$ cat src/rtl/clk_ref_pkg.sv
package clk_ref_pkg;
  typedef enum logic [1:0] {
    MODE_LOCKED = 2'd0,
    MODE_HOLD   = 2'd1,
    MODE_FREE   = 2'd2
  } clk_mode_e;
endpackage

$ cat src/rtl/clk_ref_cfg.sv
module clk_ref_cfg #(
  parameter int NSRC    = 4,
  parameter int QL_W    = 4,
  parameter int PRIO_W  = 2,
  parameter int TMR_W   = 10,
  parameter int AW      = 3,
  parameter int DW      = 10,
  parameter int WTR_DEF = 300,
  parameter int HO_DEF  = 600
) (
  input  logic                     clk_i,
  input  logic                     rst_ni,
  input  logic                     we_i,
  input  logic [AW-1:0]            addr_i,
  input  logic [DW-1:0]            wdata_i,
  output logic [NSRC-1:0]          ovr_en_o,
  output logic [NSRC*QL_W-1:0]     ovr_ql_o,
  output logic [NSRC*PRIO_W-1:0]   prio_o,
  output logic [TMR_W-1:0]         wtr_o,
  output logic [TMR_W-1:0]         ho_to_o,
  output logic                     force_o
);
  localparam int EN_BIT   = QL_W;
  localparam int PRIO_LSB = QL_W + 1;

  for (genvar s = 0; s < NSRC; s++) begin : g_src
    always_ff @(posedge clk_i or negedge rst_ni) begin
      if (!rst_ni) begin
        ovr_en_o[s]                   <= 1'b0;
        ovr_ql_o[s*QL_W +: QL_W]      <= '0;
        prio_o[s*PRIO_W +: PRIO_W]    <= '0;
      end else if (we_i && addr_i == AW'(s)) begin
        ovr_ql_o[s*QL_W +: QL_W]      <= wdata_i[QL_W-1:0];
        ovr_en_o[s]                   <= wdata_i[EN_BIT];
        prio_o[s*PRIO_W +: PRIO_W]    <= wdata_i[PRIO_LSB +: PRIO_W];
      end
    end
  end

  always_ff @(posedge clk_i or negedge rst_ni) begin
    if (!rst_ni) begin
      wtr_o   <= TMR_W'(WTR_DEF);
      ho_to_o <= TMR_W'(HO_DEF);
      force_o <= 1'b0;
    end else if (we_i) begin
      if (addr_i == AW'(NSRC))     wtr_o   <= wdata_i[TMR_W-1:0];
      if (addr_i == AW'(NSRC + 1)) ho_to_o <= wdata_i[TMR_W-1:0];
      if (addr_i == AW'(NSRC + 2)) force_o <= wdata_i[0];
    end
  end
endmodule

$ cat src/rtl/clk_ref_wtr.sv
module clk_ref_wtr #(
  parameter int TMR_W = 10
) (
  input  logic             clk_i,
  input  logic             rst_ni,
  input  logic             alarm_i,
  input  logic             tick_i,
  input  logic [TMR_W-1:0] wtr_i,
  output logic             hold_o
);
  logic [TMR_W-1:0] cnt_q;

  always_ff @(posedge clk_i or negedge rst_ni) begin
    if (!rst_ni) begin
      hold_o <= 1'b0;
      cnt_q  <= '0;
    end else if (alarm_i) begin
      hold_o <= 1'b1;
      cnt_q  <= '0;
    end else if (hold_o) begin
      if (cnt_q >= wtr_i) hold_o <= 1'b0;
      else if (tick_i)    cnt_q  <= cnt_q + 1'b1;
    end
  end

  p_alarm_holds_r5: assert property (@(posedge clk_i) disable iff (!rst_ni)
    alarm_i |=> (hold_o && cnt_q == '0));
  p_release_quiet_r5: assert property (@(posedge clk_i) disable iff (!rst_ni)
    (hold_o && alarm_i) |=> hold_o);
endmodule

$ cat src/rtl/clk_ref_pair.sv
module clk_ref_pair
  import clk_ref_pkg::*;
#(
  parameter int          QL_W    = 4,
  parameter int          PRIO_W  = 2,
  parameter int          TMR_W   = 10,
  parameter logic [3:0]  DNU_QL  = 4'hF,
  parameter logic [3:0]  HOLD_QL = 4'hA,
  parameter logic [3:0]  FREE_QL = 4'hB
) (
  input  logic              clk_i,
  input  logic              rst_ni,
  input  logic [QL_W-1:0]   ql_a_i,
  input  logic [QL_W-1:0]   ql_b_i,
  input  logic [PRIO_W-1:0] prio_a_i,
  input  logic [PRIO_W-1:0] prio_b_i,
  input  logic [1:0]        alarm_i,
  input  logic [1:0]        wtr_hold_i,
  input  logic              tick_i,
  input  logic              ho_ok_i,
  input  logic [TMR_W-1:0]  ho_to_i,
  input  logic              force_i,
  output logic              sel_o,
  output logic [1:0]        mode_o,
  output logic [QL_W-1:0]   ql_o
);
  clk_mode_e        mode_q, mode_n;
  logic [TMR_W-1:0] ho_cnt_q;
  logic [1:0]       elig;
  logic             any_elig, pick_b;
  logic [QL_W-1:0]  ql_n;

  assign elig[0]  = !alarm_i[0] && !wtr_hold_i[0] && (ql_a_i != QL_W'(DNU_QL));
  assign elig[1]  = !alarm_i[1] && !wtr_hold_i[1] && (ql_b_i != QL_W'(DNU_QL));
  assign any_elig = |elig;
  // lower code ranks first, larger priority breaks ties, A wins a full tie
  assign pick_b = elig[1] && (!elig[0] || (ql_b_i < ql_a_i) ||
                  ((ql_b_i == ql_a_i) && (prio_b_i > prio_a_i)));

  always_comb begin
    mode_n = mode_q;
    if (force_i)       mode_n = MODE_FREE;
    else if (any_elig) mode_n = MODE_LOCKED;
    else begin
      unique case (mode_q)
        MODE_LOCKED: mode_n = ho_ok_i ? MODE_HOLD : MODE_FREE;
        MODE_HOLD:   if (!ho_ok_i || ho_cnt_q >= ho_to_i) mode_n = MODE_FREE;
        default:     mode_n = MODE_FREE;
      endcase
    end
  end

  always_comb begin
    unique case (mode_n)
      MODE_LOCKED: ql_n = pick_b ? ql_b_i : ql_a_i;
      MODE_HOLD:   ql_n = QL_W'(HOLD_QL);
      default:     ql_n = QL_W'(FREE_QL);
    endcase
  end

  always_ff @(posedge clk_i or negedge rst_ni) begin
    if (!rst_ni) begin
      mode_q   <= MODE_FREE;
      sel_o    <= 1'b0;
      ql_o     <= QL_W'(FREE_QL);
      ho_cnt_q <= '0;
    end else begin
      mode_q <= mode_n;
      ql_o   <= ql_n;
      if (any_elig) sel_o <= pick_b;
      if (mode_q != MODE_HOLD)                   ho_cnt_q <= '0;
      else if (tick_i && ho_cnt_q < ho_to_i)     ho_cnt_q <= ho_cnt_q + 1'b1;
    end
  end

  assign mode_o = mode_q;

  p_force_free_r7: assert property (@(posedge clk_i) disable iff (!rst_ni)
    force_i |=> (mode_q == MODE_FREE && ql_o == QL_W'(FREE_QL)));
  p_hold_lost_r7: assert property (@(posedge clk_i) disable iff (!rst_ni)
    (mode_q == MODE_HOLD && !ho_ok_i && !any_elig) |=> mode_q == MODE_FREE);
  p_relock_r8: assert property (@(posedge clk_i) disable iff (!rst_ni)
    (any_elig && !force_i) |=> mode_q == MODE_LOCKED);
  p_enter_hold_r6: assert property (@(posedge clk_i) disable iff (!rst_ni)
    (mode_q == MODE_LOCKED && !any_elig && ho_ok_i && !force_i) |=>
      (mode_q == MODE_HOLD && ql_o == QL_W'(HOLD_QL)));
  p_sel_eligible_r4: assert property (@(posedge clk_i) disable iff (!rst_ni)
    (any_elig && !force_i && elig != 2'b11) |=> sel_o == $past(elig[1]));
endmodule

$ cat src/rtl/clk_ref_sel.sv
module clk_ref_sel #(
  parameter int         NPAIR   = 2,
  parameter int         QL_W    = 4,
  parameter int         PRIO_W  = 2,
  parameter int         TMR_W   = 10,
  parameter int         AW      = 3,
  parameter int         WTR_DEF = 300,
  parameter int         HO_DEF  = 600,
  parameter logic [3:0] DNU_QL  = 4'hF,
  parameter logic [3:0] HOLD_QL = 4'hA,
  parameter logic [3:0] FREE_QL = 4'hB,
  parameter int         NSRC    = 2 * NPAIR,
  parameter int         SRC_W   = QL_W + 1 + PRIO_W,
  parameter int         DW      = (TMR_W > SRC_W) ? TMR_W : SRC_W
) (
  input  logic                   clk_i,
  input  logic                   rst_ni,
  input  logic [NSRC*QL_W-1:0]   rx_ql_i,
  input  logic [NSRC-1:0]        alarm_i,
  input  logic                   tick_1hz_i,
  input  logic [NPAIR-1:0]       ho_ok_i,
  input  logic                   cfg_we_i,
  input  logic [AW-1:0]          cfg_addr_i,
  input  logic [DW-1:0]          cfg_wdata_i,
  output logic [NPAIR-1:0]       sel_o,
  output logic [2*NPAIR-1:0]     mode_o,
  output logic [NPAIR*QL_W-1:0]  ql_o
);
  logic [NSRC-1:0]        ovr_en, wtr_hold;
  logic [NSRC*QL_W-1:0]   ovr_ql, eff_ql;
  logic [NSRC*PRIO_W-1:0] prio;
  logic [TMR_W-1:0]       wtr_sec, ho_to;
  logic                   force_free;

  clk_ref_cfg #(
    .NSRC(NSRC), .QL_W(QL_W), .PRIO_W(PRIO_W), .TMR_W(TMR_W), .AW(AW), .DW(DW),
    .WTR_DEF(WTR_DEF), .HO_DEF(HO_DEF)
  ) i_cfg (
    .clk_i, .rst_ni, .we_i(cfg_we_i), .addr_i(cfg_addr_i), .wdata_i(cfg_wdata_i),
    .ovr_en_o(ovr_en), .ovr_ql_o(ovr_ql), .prio_o(prio),
    .wtr_o(wtr_sec), .ho_to_o(ho_to), .force_o(force_free)
  );

  for (genvar s = 0; s < NSRC; s++) begin : g_src
    assign eff_ql[s*QL_W +: QL_W] = ovr_en[s] ? ovr_ql[s*QL_W +: QL_W]
                                              : rx_ql_i[s*QL_W +: QL_W];
    clk_ref_wtr #(.TMR_W(TMR_W)) i_wtr (
      .clk_i, .rst_ni, .alarm_i(alarm_i[s]), .tick_i(tick_1hz_i),
      .wtr_i(wtr_sec), .hold_o(wtr_hold[s])
    );
  end

  for (genvar p = 0; p < NPAIR; p++) begin : g_pair
    clk_ref_pair #(
      .QL_W(QL_W), .PRIO_W(PRIO_W), .TMR_W(TMR_W),
      .DNU_QL(DNU_QL), .HOLD_QL(HOLD_QL), .FREE_QL(FREE_QL)
    ) i_pair (
      .clk_i, .rst_ni,
      .ql_a_i(eff_ql[(2*p)*QL_W +: QL_W]),
      .ql_b_i(eff_ql[(2*p+1)*QL_W +: QL_W]),
      .prio_a_i(prio[(2*p)*PRIO_W +: PRIO_W]),
      .prio_b_i(prio[(2*p+1)*PRIO_W +: PRIO_W]),
      .alarm_i(alarm_i[2*p +: 2]),
      .wtr_hold_i(wtr_hold[2*p +: 2]),
      .tick_i(tick_1hz_i),
      .ho_ok_i(ho_ok_i[p]),
      .ho_to_i(ho_to),
      .force_i(force_free),
      .sel_o(sel_o[p]),
      .mode_o(mode_o[2*p +: 2]),
      .ql_o(ql_o[p*QL_W +: QL_W])
    );
  end
endmodule

$ cat config.mk
export PLATFORM = sky130hd
export DESIGN_NAME = clk_ref_sel
export DESIGN_NICKNAME = d
export VERILOG_FILES = /design/src/rtl/clk_ref_pkg.sv /design/src/rtl/clk_ref_cfg.sv /design/src/rtl/clk_ref_wtr.sv /design/src/rtl/clk_ref_pair.sv /design/src/rtl/clk_ref_sel.sv
export SDC_FILE = /design/constraint.sdc
export NUM_CORES = 1
export LEC_CHECK = 0
export CAP_MARGIN = 15
export CORE_MARGIN = 1
export CORE_UTILIZATION = 50
export CTS_CLUSTER_DIAMETER = 120
export DETAILED_ROUTE_END_ITERATION = 7
export PLACE_DENSITY = 0.69
export SYNTH_ARGS = -nofsm -noshare
export SYNTH_HDL_FRONTEND = slang
export SYNTH_SLANG_ARGS = --single-unit
export TNS_END_PERCENT = 20
$ cat constraint.sdc
create_clock -name clk_i -period 7.2 [get_ports clk_i]
set_clock_uncertainty 0.15 [all_clocks]
set_input_delay 1.8 -clock clk_i [delete_from_list [all_inputs] [get_ports clk_i]]
set_output_delay 1.8 -clock clk_i [all_outputs]
set_load 0.005 [all_outputs]
==> summary.txt <==
Run status
  – Status: finished with violations
  – Failing checks: design-rule violations

Finish
  – Nets: 920
  – Most frequent cells in the layout: dfrtp_1, ha_1, nor2_1
  – # diodes: 0
  – Layout cells sized above 1: 0.1324
  – Area grow syn2layout: 16.54%
  – Commonest non-fill, non-tap cell in the layout: dfrtp_1
  – Post-route cell area: 8902 um^2
  – Final Instance Count excl. Fillers: 1,000

Global routing
  – First-pass GRT wire length: 28,890 um
  – GRT Util Overall: 0.2340
  – Initial antenna violation count: 0
  – GRT Residual Overflow: 0
  – Largest net degree at the start of global routing: 67
  – Number of global-route vias before repair: 5,878

Clock tree
  – CTS Hold Buffers Added: 0
  – H-tree Lvls: 4
  – Number of CTS-inserted buffers: 17
  – Longest Clk Path Bufs: 2
  – Post-CTS Resized: 0
  – Post-CTS Repair Setup Buffers: 0
  – Root Driver: clkbuf_16
  – CTS sink cnt: 127
  – TritonCTS clock tree: yes
  – Clock slew seen by the registers of the worst setup and hold paths: 60 ps
  – Skew-Pair Late Insertion Delay: 420 ps

Detailed routing
  – Avg WL per Cell: 17.38 um
  – Drt total wl: 17,380 um
  – Vias: 5,841
  – DR vias/cell: 5.841
  – Initial DRT Pass Iterations: 7
  – DR iter-0 viols: 238
  – Post-route ant nets: 0
  – DRC Markers: 4

Yosys
  – Post-synth EDFFs: 0
  – Post-synth ARST share: 1.000
  – Synth Warn #: 0
  – Cell area after synthesis: 7639 um^2
  – Library cells used by synthesis: 54
  – Mapped Cells: 750
  – Syn avg cell area: 10.18 um^2
  – Sequential fraction of the synthesis area: 0.4187
  – Ys flop type: dfrtp_1
  – Synthesized flop and latch total: 127
  – Syn Nets: 867

Setup path
  – CP max-delay cell: clkdlybuf4s50_1
  – Max stage delay on crit path: 900 ps
  – CP required: 7380 ps
  – CP Capture Type: flip-flop
  – CP Cell Sequence: clkdlybuf4s50_1 > nand3b_1 > nor3_1 > nor2_1 > or3_1 > a21oi_1
  – Top Family by Delay on Critical Path: simple AND/OR/NAND/NOR gates
  – CP max FO: 16
  – Crit path kind: input port to flip-flop
  – CP Buf/Inv Count: 1
  – Worst Path Arrival: 4370 ps
  – CP startpoint kind: input port

Floorplan
  – Die area: 15,780 um^2
  – Row count: 44
  – Die H: 125.6 um
  – Die width: 125.6 um
  – Core box area: 14,700 um^2
  – Starting density of the core: 0.5197
  – I/O Pins: 53

STA
  – Worst hold slack: 325.5 ps
  – RSZ-0062 raised after global routing: false
  – Max-slew headroom: 0.3068
  – # setup viols final: 0
  – Final Hold Vio Count: 0
  – Least-Margin Pin Slew: 1032 ps
  – Fmax: 239.0 MHz
  – Min Clock Period, post-route: 4184 ps
  – Max Transition Viols Final: 0
  – Setup tns final: 0 ps
  – Final Cycle Share: 0.5811

Place
  – Gp weighted congestion: 0.9088
  – Port Buf Inserts: 52
  – Area of placed instances: 8310 um^2
  – Hpwl dp: 12,730 um
  – Placed Cells: 968

Run
  – Max Cap Viol: 0

Hold path
  – HP Class: flip-flop to flip-flop

Pwr
  – Total power: 0.002219 W
  – Peak supply drop: 183.3 uV
  – Leakage: 3.906 nW
  – Pwr Density: 249.2 nW/um^2
[cell usage after synthesis, types with 2 or more instances]
cell | number | area (um^2)
buf_2 | 4 | 20.02
a2111oi_2 | 2 | 30.03
and4_1 | 3 | 26.28
nor3_1 | 7 | 35.03
nand2b_1 | 13 | 81.33
nand2_1 | 32 | 120.1
o21ai_0 | 52 | 260.3
clkbuf_1 | 11 | 41.29
nand4b_1 | 3 | 26.28
ha_1 | 78 | 975.9
and3_1 | 15 | 93.84
a2111oi_4 | 3 | 82.58
nand3b_1 | 4 | 30.03
xor2_1 | 25 | 219.0
a21o_1 | 9 | 67.56
o21ai_1 | 2 | 10.01
o31ai_1 | 5 | 37.54
nor2_1 | 58 | 217.7
inv_1 | 55 | 206.5
or4_1 | 5 | 37.54
o41ai_2 | 2 | 32.53
or3_1 | 19 | 118.9
mux2i_1 | 18 | 180.2
xnor2_1 | 8 | 70.07
buf_4 | 2 | 15.01
nor3b_2 | 2 | 25.02
a21oi_1 | 37 | 185.2
mux2_2 | 45 | 506.7
a21boi_0 | 2 | 15.01
nor4_1 | 2 | 12.51
nor3b_1 | 5 | 37.54
a211oi_1 | 10 | 75.07
dfstp_2 | 16 | 420.4
nor2b_1 | 5 | 31.28
dfrtp_1 | 111 | 2778
o2111ai_1 | 3 | 26.28
and2_1 | 8 | 50.05
nand3_1 | 28 | 140.1
o211ai_1 | 5 | 37.54
a211o_1 | 4 | 35.03
nand4_1 | 18 | 112.6
buf_1 | 2 | 7.510
[logic make-up (layout without fill, tap and decap cells)]
logic type,Yosys count,count (layout),share of synthesized area
and+or+nand+nor,232,232,0.1628
AOI/OAI and AO/OA,143,143,0.1250
DFF,127,127,0.4187
adders and majority gates,78,78,0.1278
buffers and inverters,74,140,0.03800
muxes,63,63,0.08993
xor gates and xnor gates,33,33,0.03784
[stage by stage]
step | setup slack [ps] | utilization
after detailed placement | 2589 | 0.5654
after global placement | 2656 | 0.5654
after global routing | 2820 | 0.6056
final | 3016 | 0.6056
after floorplan | 3365 | -
after CTS | 3016 | 0.6056
[registers in the layout, indices dropped and copies added, names as in the netlist]
register,cells
g_pair.i_pair.sel_o,2
g_pair.i_pair.mode_o,4
i_cfg.ho_to_o,10
g_pair.i_pair.ho_cnt_q,20
g_src.i_wtr.cnt_q,40
i_cfg.ovr_ql_o,16
i_cfg.ovr_en_o,4
g_src.i_wtr.hold_o,4
i_cfg.wtr_o,10
i_cfg.prio_o,8
g_pair.i_pair.ql_o,8
i_cfg.force_o,1
[power by group]
part	leakage (nW)	internal [W]	switching (W)
logic	2.02	0.000227	0.000270
clock network	0.279	0.000529	0.000326
registers	1.61	0.000801	0.0000653
total	3.91	0.00156	0.000662
[final timing paths]
| path | slack, ps | to | startpoint | cells after the start |
|---|---|---|---|---|
| worst max-delay path | 3020 | g_src[0].i_wtr.cnt_q[9]$_DFFE_PN0P_ | tick_1hz_i | 6 |
| worst min-delay path | 330 | g_pair[1].i_pair.sel_o$_DFFE_PN0P_ | g_pair[1].i_pair.sel_o$_DFFE_PN0P_ | 1 |
| worst max register to register | 4250 | g_src[3].i_wtr.cnt_q[7]$_DFFE_PN0P_ | i_cfg.wtr_o[2]$_DFFE_PN1P_ | 8 |
| worst min register to register | 330 | g_pair[1].i_pair.sel_o$_DFFE_PN0P_ | g_pair[1].i_pair.sel_o$_DFFE_PN0P_ | 1 |
| max in group asynchronous | 4210 | i_cfg.ovr_ql_o[0]$_DFFE_PN0P_ | rst_ni | 2 |
| min in group asynchronous | 1330 | g_pair[0].i_pair.mode_o[0]$_DFF_PN0_ | rst_ni | 1 |
[area by class of cell]
cell class | count | area [um^2]
Fill cell | 1188 | 5797
Multi-Input combinational cell | 549 | 4150
Sequential cell | 127 | 3198
Timing Repair Buffer | 53 | 525.5
Clock buffer | 20 | 456.7
Tap cell | 184 | 230.2
Inverter | 55 | 206.4
Clock inverter | 12 | 135.1
[per-layer routing]
layer,routed length (um),vias to the layer above,GRT usage
met5,0,-,0
met4,408,0,0.1033
met3,625,37,0.05520
met2,8858,127,0.4020
met1,7484,2867,0.2790
li1,-,2810,-
[worst register-to-register path, stage by stage, from the launching register on]
cell,delay [ps]
dfstp_2,510
inv_1,130
ha_1,330
o21ai_0,200
inv_1,100
a2111oi_2,450
nor2_1,280
or4_1,560
a21oi_1,160
No activity file was read; power rests on OpenSTA's default activity.
